==> src/rtl/pmb_pkg.sv <==
package pmb_pkg;

  typedef enum logic [1:0] {
    MODE_SOLO   = 2'b00,
    MODE_EXPAND = 2'b01,
    MODE_HOSTED = 2'b10,
    MODE_EVAL   = 2'b11
  } op_mode_e;

  typedef enum logic [2:0] {
    LANE_GPIO = 3'd0,
    LANE_ADDR = 3'd1,
    LANE_ODD  = 3'd2,
    LANE_EVEN = 3'd3,
    LANE_BOTH = 3'd4
  } lane_sel_e;

  localparam logic [1:0] LVL_LOW    = 2'b00;
  localparam logic [1:0] LVL_SUPPLY = 2'b01;

  function automatic logic lvl_doubled(input logic [1:0] lvl);
    return lvl[1];
  endfunction

endpackage

==> src/rtl/pmb_mode_ctl.sv <==
module pmb_mode_ctl
  import pmb_pkg::*;
(
  input  logic       clk,
  input  logic       rst_n,
  input  logic [1:0] strap_lvl,
  input  logic       mode_wr,
  input  logic [1:0] mode_wdata,
  output op_mode_e   mode_o,
  output logic       rom_en_o
);

  logic     done_q, done_d;
  logic     forced_q, forced_d;
  op_mode_e mode_q, mode_d;

  function automatic op_mode_e strap_to_mode(input logic [1:0] lvl);
    if (lvl_doubled(lvl))       return MODE_EVAL;
    else if (lvl == LVL_SUPPLY) return MODE_HOSTED;
    else                        return MODE_SOLO;
  endfunction

  always_comb begin
    done_d   = done_q;
    forced_d = forced_q;
    mode_d   = mode_q;
    if (!done_q) begin
      done_d   = 1'b1;
      forced_d = lvl_doubled(strap_lvl);
      mode_d   = strap_to_mode(strap_lvl);
    end else if (mode_wr && !forced_q && (mode_wdata != MODE_EVAL)) begin
      mode_d = op_mode_e'(mode_wdata);
    end
  end

  always_ff @(posedge clk or negedge rst_n) begin
    if (!rst_n) begin
      done_q   <= 1'b0;
      forced_q <= 1'b0;
      mode_q   <= MODE_SOLO;
    end else begin
      done_q   <= done_d;
      forced_q <= forced_d;
      mode_q   <= mode_d;
    end
  end

  assign mode_o   = mode_q;
  assign rom_en_o = (mode_q == MODE_SOLO) || (mode_q == MODE_EXPAND);

  p_forced_eval_r2: assert property (@(posedge clk) disable iff (!rst_n)
    (done_q && forced_q) |-> (mode_q == MODE_EVAL));

  p_forced_write_ignored_r3: assert property (@(posedge clk) disable iff (!rst_n)
    (done_q && forced_q && mode_wr) |=> $stable(mode_q));

  p_no_soft_eval_r3: assert property (@(posedge clk) disable iff (!rst_n)
    (done_q && !forced_q) |-> (mode_q != MODE_EVAL));

endmodule

==> src/rtl/pmb_lane_steer.sv <==
module pmb_lane_steer
  import pmb_pkg::*;
(
  input  logic       clk,
  input  logic       rst_n,
  input  op_mode_e   mode_i,
  input  logic       ena_i,
  input  logic [1:0] wid_lvl_i,
  output lane_sel_e  p1_sel_o,
  output lane_sel_e  p2_sel_o
);

  logic      ena_q;
  logic      ena_edge;
  lane_sel_e p1_q, p1_d, p2_q, p2_d;
  lane_sel_e p1_tgt, p2_tgt;

  assign ena_edge = ena_i ^ ena_q;

  always_comb begin
    p1_tgt = LANE_GPIO;
    p2_tgt = LANE_GPIO;
    unique case (mode_i)
      MODE_EVAL: begin
        if (ena_i) begin
          p1_tgt = LANE_ADDR;
          p2_tgt = LANE_ADDR;
        end else begin
          p1_tgt = LANE_ODD;
          p2_tgt = (wid_lvl_i == LVL_LOW) ? LANE_EVEN : LANE_BOTH;
        end
      end
      MODE_EXPAND, MODE_HOSTED: begin
        if (ena_i) begin
          p1_tgt = LANE_ADDR;
          p2_tgt = LANE_ADDR;
        end else if (wid_lvl_i == LVL_LOW) begin
          p1_tgt = LANE_ODD;
          p2_tgt = LANE_EVEN;
        end else begin
          p1_tgt = LANE_ADDR;
          p2_tgt = LANE_BOTH;
        end
      end
      default: begin
        p1_tgt = LANE_GPIO;
        p2_tgt = LANE_GPIO;
      end
    endcase
  end

  always_comb begin
    p1_d = p1_q;
    p2_d = p2_q;
    if (ena_edge) begin
      p1_d = p1_tgt;
      p2_d = p2_tgt;
    end
  end

  always_ff @(posedge clk or negedge rst_n) begin
    if (!rst_n) begin
      ena_q <= 1'b0;
      p1_q  <= LANE_GPIO;
      p2_q  <= LANE_GPIO;
    end else begin
      ena_q <= ena_i;
      p1_q  <= p1_d;
      p2_q  <= p2_d;
    end
  end

  assign p1_sel_o = p1_q;
  assign p2_sel_o = p2_q;

  p_lane_hold_r5: assert property (@(posedge clk) disable iff (!rst_n)
    (ena_i == ena_q) |=> ($stable(p1_q) && $stable(p2_q)));

  p_eval_addr_phase_r6: assert property (@(posedge clk) disable iff (!rst_n)
    (ena_edge && ena_i && mode_i == MODE_EVAL) |=> (p1_q == LANE_ADDR && p2_q == LANE_ADDR));

  p_solo_gpio_r7: assert property (@(posedge clk) disable iff (!rst_n)
    (ena_edge && mode_i == MODE_SOLO) |=> (p1_q == LANE_GPIO && p2_q == LANE_GPIO));

endmodule

==> src/rtl/pmb_acc_class.sv <==
module pmb_acc_class
  import pmb_pkg::*;
#(
  parameter int unsigned ADDR_W = 24,
  parameter logic [ADDR_W-1:0] REG_A_ADDR = 'h0A,
  parameter logic [ADDR_W-1:0] REG_B_ADDR = 'h0C,
  parameter logic [ADDR_W-1:0] ROM_LO = 'h8000,
  parameter logic [ADDR_W-1:0] ROM_HI = 'hFFFF
) (
  input  logic              clk,
  input  logic              rst_n,
  input  op_mode_e          mode_i,
  input  logic [1:0]        wid_lvl_i,
  input  logic              valid_i,
  input  logic [ADDR_W-1:0] addr_i,
  input  logic              wait_en_i,
  output logic              wide_o,
  output logic              int_o
);

  logic reg_hit, rom_hit;
  logic wide_c, int_c;
  logic wide_q, wide_d, int_q, int_d;

  assign reg_hit = (addr_i == REG_A_ADDR) || (addr_i == REG_B_ADDR);
  assign rom_hit = (addr_i >= ROM_LO) && (addr_i <= ROM_HI);

  always_comb begin
    if (mode_i == MODE_EVAL && reg_hit) begin
      wide_c = 1'b1;
      int_c  = 1'b1;
    end else begin
      wide_c = (wid_lvl_i == LVL_LOW) || (lvl_doubled(wid_lvl_i) && rom_hit);
      int_c  = !wait_en_i;
    end
  end

  always_comb begin
    wide_d = wide_q;
    int_d  = int_q;
    if (valid_i) begin
      wide_d = wide_c;
      int_d  = int_c;
    end
  end

  always_ff @(posedge clk or negedge rst_n) begin
    if (!rst_n) begin
      wide_q <= 1'b0;
      int_q  <= 1'b0;
    end else begin
      wide_q <= wide_d;
      int_q  <= int_d;
    end
  end

  assign wide_o = wide_q;
  assign int_o  = int_q;

  p_reg_override_r8: assert property (@(posedge clk) disable iff (!rst_n)
    (valid_i && mode_i == MODE_EVAL && reg_hit) |=> (wide_q && int_q));

  p_rom_wide_r9: assert property (@(posedge clk) disable iff (!rst_n)
    (valid_i && lvl_doubled(wid_lvl_i) && rom_hit) |=> wide_q);

  p_flag_hold_r10: assert property (@(posedge clk) disable iff (!rst_n)
    !valid_i |=> ($stable(wide_q) && $stable(int_q)));

endmodule

==> src/rtl/pmb_pin_gate.sv <==
module pmb_pin_gate
  import pmb_pkg::*;
(
  input  logic     clk,
  input  logic     rst_n,
  input  op_mode_e mode_i,
  input  logic     ena_i,
  input  logic     cpu_clk_i,
  input  logic     clkout_en_i,
  input  logic     out_dis_i,
  input  logic     clk_dir_i,
  input  logic     clk_latch_i,
  input  logic     sleep_i,
  output logic     clk_pin_o,
  output logic     ena_pin_o
);

  logic park_clk;

  assign park_clk = out_dis_i && clk_dir_i;

  always_comb begin
    unique case (mode_i)
      MODE_EVAL:   clk_pin_o = cpu_clk_i;
      MODE_HOSTED: clk_pin_o = park_clk ? clk_latch_i : cpu_clk_i;
      MODE_EXPAND: clk_pin_o = park_clk ? clk_latch_i
                               : (clkout_en_i ? cpu_clk_i : clk_latch_i);
      default:     clk_pin_o = clk_latch_i;
    endcase
  end

  always_comb begin
    if (sleep_i) ena_pin_o = !out_dis_i;
    else         ena_pin_o = ena_i;
  end

  p_sleep_ena_low_r12: assert property (@(posedge clk) disable iff (!rst_n)
    (sleep_i && out_dis_i) |-> !ena_pin_o);

  p_sleep_ena_high_r12: assert property (@(posedge clk) disable iff (!rst_n)
    (sleep_i && !out_dis_i) |-> ena_pin_o);

  p_eval_clock_r11: assert property (@(posedge clk) disable iff (!rst_n)
    (mode_i == MODE_EVAL) |-> (clk_pin_o == cpu_clk_i));

endmodule

==> src/rtl/pmb_bus_ctl.sv <==
module pmb_bus_ctl
  import pmb_pkg::*;
#(
  parameter int unsigned ADDR_W = 24,
  parameter logic [ADDR_W-1:0] ROM_LO = 'h8000,
  parameter logic [ADDR_W-1:0] ROM_HI = 'hFFFF
) (
  input  logic              clk,
  input  logic              rst_n,
  input  logic [1:0]        strap_lvl,
  input  logic [1:0]        wid_lvl,
  input  logic              mode_wr,
  input  logic [1:0]        mode_wdata,
  input  logic              ena_in,
  input  logic              acc_valid,
  input  logic [ADDR_W-1:0] acc_addr,
  input  logic              wait_en,
  input  logic              cpu_clk,
  input  logic              clkout_en,
  input  logic              out_dis,
  input  logic              clk_dir,
  input  logic              clk_latch,
  input  logic              sleep,
  output logic [1:0]        mode_o,
  output logic              rom_en_o,
  output logic [2:0]        p1_sel_o,
  output logic [2:0]        p2_sel_o,
  output logic              acc_wide_o,
  output logic              acc_int_o,
  output logic              clk_pin_o,
  output logic              ena_pin_o
);

  localparam int unsigned SYNC_STAGES = 2;

  logic [SYNC_STAGES-1:0] rst_sync_q;
  logic                   srst_n;
  op_mode_e               mode;
  lane_sel_e              p1_sel, p2_sel;

  always_ff @(posedge clk or negedge rst_n) begin
    if (!rst_n) rst_sync_q <= '0;
    else        rst_sync_q <= {rst_sync_q[SYNC_STAGES-2:0], 1'b1};
  end

  assign srst_n = rst_sync_q[SYNC_STAGES-1];

  pmb_mode_ctl u_mode (
    .clk        (clk),
    .rst_n      (srst_n),
    .strap_lvl  (strap_lvl),
    .mode_wr    (mode_wr),
    .mode_wdata (mode_wdata),
    .mode_o     (mode),
    .rom_en_o   (rom_en_o)
  );

  pmb_lane_steer u_lanes (
    .clk       (clk),
    .rst_n     (srst_n),
    .mode_i    (mode),
    .ena_i     (ena_in),
    .wid_lvl_i (wid_lvl),
    .p1_sel_o  (p1_sel),
    .p2_sel_o  (p2_sel)
  );

  pmb_acc_class #(
    .ADDR_W (ADDR_W),
    .ROM_LO (ROM_LO),
    .ROM_HI (ROM_HI)
  ) u_acc (
    .clk       (clk),
    .rst_n     (srst_n),
    .mode_i    (mode),
    .wid_lvl_i (wid_lvl),
    .valid_i   (acc_valid),
    .addr_i    (acc_addr),
    .wait_en_i (wait_en),
    .wide_o    (acc_wide_o),
    .int_o     (acc_int_o)
  );

  pmb_pin_gate u_pins (
    .clk         (clk),
    .rst_n       (srst_n),
    .mode_i      (mode),
    .ena_i       (ena_in),
    .cpu_clk_i   (cpu_clk),
    .clkout_en_i (clkout_en),
    .out_dis_i   (out_dis),
    .clk_dir_i   (clk_dir),
    .clk_latch_i (clk_latch),
    .sleep_i     (sleep),
    .clk_pin_o   (clk_pin_o),
    .ena_pin_o   (ena_pin_o)
  );

  assign mode_o   = mode;
  assign p1_sel_o = p1_sel;
  assign p2_sel_o = p2_sel;

  p_rom_off_hosted_r4: assert property (@(posedge clk) disable iff (!srst_n)
    mode_o[1] |-> !rom_en_o);

endmodule

==> config.mk <==
export PLATFORM = sky130hd
export DESIGN_NAME = pmb_bus_ctl
export DESIGN_NICKNAME = d
export VERILOG_FILES = /design/src/rtl/pmb_pkg.sv /design/src/rtl/pmb_mode_ctl.sv /design/src/rtl/pmb_lane_steer.sv /design/src/rtl/pmb_acc_class.sv /design/src/rtl/pmb_pin_gate.sv /design/src/rtl/pmb_bus_ctl.sv
export SDC_FILE = /design/constraint.sdc
export NUM_CORES = 1
export LEC_CHECK = 0
export BUFFER_PORTS_ARGS = -buffer_cell sky130_fd_sc_hd__buf_2
export CAP_MARGIN = 20
export CORE_MARGIN = 1.5
export CORE_UTILIZATION = 44
export DETAILED_ROUTE_END_ITERATION = 8
export HOLD_SLACK_MARGIN = 0.08
export PLACE_DENSITY = 0.81
export RECOVER_POWER = 25
export SYNTH_ARGS = -nofsm -noshare
export SYNTH_HDL_FRONTEND = slang
export SYNTH_HIERARCHICAL = 1
export SYNTH_SLANG_ARGS = --single-unit
==> constraint.sdc <==
create_clock -name clk -period 2.2 [get_ports clk]
set_input_delay 0.22 -clock clk [delete_from_list [all_inputs] [get_ports clk]]
set_output_delay 0.22 -clock clk [all_outputs]
set_load 0.005 [all_outputs]
==> key figures <==
Logic synthesis
  – Synth top area cells: dfrtp_1 (42%), ha_1 (4.5%), a21oi_1 (3.6%), or4_1 (3.6%), buf_6 (2.7%)
  – Post-synth EDFFs: 0
  – Yosys cell types: 40
  – Share of the synthesized area in the top cell type: 42.3%
  – Yosys warning count: 6
  – Synthesized area: 828 um2
  – Area leader, netlist: dfrtp_1
  – Synth Instances: 84
  – Post-synthesis net count: 129
  – Fraction of registers with async set/reset: 100%
  – Sequential area share after synthesis: 42.3%
  – Syn avg cell area: 9.86 um2
  – Synth Flop Type: dfrtp_1
  – Yosys reg bits: 14

Clocking
  – Clock sink count: 14
  – Cts repair resizes: 0
  – Worst-skew pair later-pin latency: 0.28 ns
  – Clock root buffer: clkbuf_4
  – CTS buffer count: 3
  – Max clock buf depth: 2
  – Setup Buffers After CTS: 0
  – CTS H-tree depth: 1
  – CTS tree: built
  – Clock slew seen by the registers of the worst setup and hold paths: 0.09 ns

Worst setup path
  – Crit Reg-Reg Startpoint: u_mode/mode_o[1]
  – CP Launch Type: flip-flop
  – CP arrival: 1.51 ns
  – CP max FO: 7
  – Worst Setup SP: u_mode/mode_o[1]
  – Reg2Reg Depth: 5
  – WS Path Type: reg2out
  – CP Capture Type: primary output
  – CP required: 1.98 ns
  – R2R Setup Slk: 0.70 ns
  – R2r endpoint: u_lanes/p1_sel_o[0]

Placement
  – # port buffers: 53
  – Gpl congestion: 0.750
  – Final HPWL DP: 1550 um

Flow run
  – Max-cap viol count: 0

STA
  – Period utilization: 78.6%
  – Total negative setup slack: 0 ns
  – Max Clock Skew: 0.00549 ns
  – Max Freq: 578 MHz
  – Slew Limit Fails: 0
  – RSZ-0062 raised after global routing: false
  – WHS: 0.116 ns
  – Final Hold Fails: 0
  – Crit path time final: 1.73 ns
  – Setup Viol. Count Final: 0

Hold path
  – Worst hold path cell count: 2
  – Worst hold endpoint: u_acc/int_o
  – Hold Path Class: in2reg
  – Hold Crit Start: wait_en

Finish
  – Synth-to-Final Area Change: 37.5%
  – Most frequent cells in the layout: buf_2 (51), dfrtp_1 (14), nor2_1 (6), a21oi_1 (6)
  – Fill count: 151
  – Fin util: 65.2%
  – Register area: 350 um2
  – Area of the multi-input gates: 429 um2
  – Fin nets: 185
  – Most common cell after layout, fill and taps aside: buf_2
  – ANT cells: 0
  – Ratio of cells with drive above 1 in the final layout: 43.2%

Global routing
  – Global-route wire length before repair: 2900 um
  – Initial antenna violation count: 0
  – Remaining Overflow, GRT: 0
  – Maximum number of pins on one net before global-route repair: 14
  – Total global-route track usage: 19.0%
  – Number of global-route vias before repair: 717

Power and ir drop
  – Leak Pwr: 0.000572 uW
  – Peak supply drop: 0.444 mV
  – Power per cell area: 564 nW/um2
  – Pwr Total: 642 uW

Routing
  – Drt first pass iters: 4
  – Vias per inst: 5.01
  – DR iter-0 viols: 6
  – Via count: 822
  – Antenna-violating nets left: 0
  – Post-Route WL: 1880 um
  – Routed WL per cell: 11.5 um
  – DRC viols: 0

Floorplan
  – DIE HEIGHT: 46.4 um
  – Num rows: 15
  – Initial Utilization: 47.5%
  – Die area: 2150 um2
  – Top Ports: 55
  – Core Box Area: 1750 um2
  – Chip width: 46.4 um

Outcome
  – Status: finished clean
-- repair_timing --
item                       4_1_cts  5_1_grt
setup endpoints to repair        0        0
hold buffers                     1        0
hold endpoints to repair         2        0
-- cells in the mapped netlist, types with 2 or more instances --
| cell | count |
|---|---|
| a31oi_1 | 2 |
| nand2_1 | 3 |
| a21oi_1 | 6 |
| nor3_1 | 2 |
| nor2_1 | 6 |
| nor4bb_1 | 2 |
| buf_6 | 2 |
| o21ai_0 | 2 |
| ha_1 | 3 |
| nor4_1 | 2 |
| a211oi_1 | 2 |
| or3b_1 | 2 |
| conb_1 | 3 |
| nand3_1 | 2 |
| or4_1 | 4 |
| dfrtp_1 | 14 |
| inv_1 | 4 |
-- flip-flops by register name, indices dropped and copies added, names as in the netlist --
name,count
u_lanes/p2_sel_o,3
rst_sync_q,2
u_lanes/p1_sel_o,2
u_mode/mode_o,2
u_acc/int_o,1
u_acc/wide_o,1
u_lanes/ena_q,1
u_mode/done_q,1
u_mode/forced_q,1
-- critical path, stage by stage (launching register included) --
cell and delay [ns]:
dfrtp_1 0.45, a21boi_1 0.15, o22ai_1 0.18, mux2_1 0.33
buf_2 0.12
-- report_power, final --
group | total (uW) | internal [uW] | switching, uW
logic | 148 | 83.1 | 64.9
registers | 309 | 281 | 27.5
clock network | 185 | 101 | 84.4
total | 642 | 465 | 177
-- routing by layer --
metal	GRT usage, %	routed length, um	vias to the layer above
met1	22.6	734	386
li1	-	-	415
met4	3.43	0	0
met2	33.6	1050	21
met3	5.88	95	0
met5	0	0	-
-- area by class of cell --
cell class	instances	area share, %
Multi-Input combinational cell	62	37.7
Sequential cell	14	30.8
Timing Repair Buffer	54	24.0
Clock buffer	4	3.19
Tap cell	25	2.75
Inverter	5	1.65
-- per-stage QoR --
step                      setup slack (ns)  std cells  area, um2
after floorplan                      0.816         84        828
after global placement               0.657        159       1090
after detailed placement             0.596        159       1090
after CTS                            0.451        164       1140
after global routing                 0.369        164       1140
final                                0.470        164       1140
-- how the worst max path moves through the flow --
stage / endpoint / slack (ns)
6_report: clk_pin_o / 0.47
5_1_grt: clk_pin_o / 0.37
4_1_cts: clk_pin_o / 0.45
3_5_place_dp: u_acc/int_o / 0.60
3_3_place_gp: u_acc/int_o / 0.66
2_1_floorplan: u_acc/int_o / 0.82
-- cells by family after synthesis --
logic type / count (synthesis) / share of synthesized area, %
compound gates: 22 / 17.8
xor+xnor: 2 / 2.12
fa+ha+maj: 3 / 4.53
buf+inv: 8 / 5.89
flops: 14 / 42.3
mux: 3 / 3.93
other cells: 3 / 1.36
simple gates: 29 / 22.1
(Power assumes the default switching activity.)
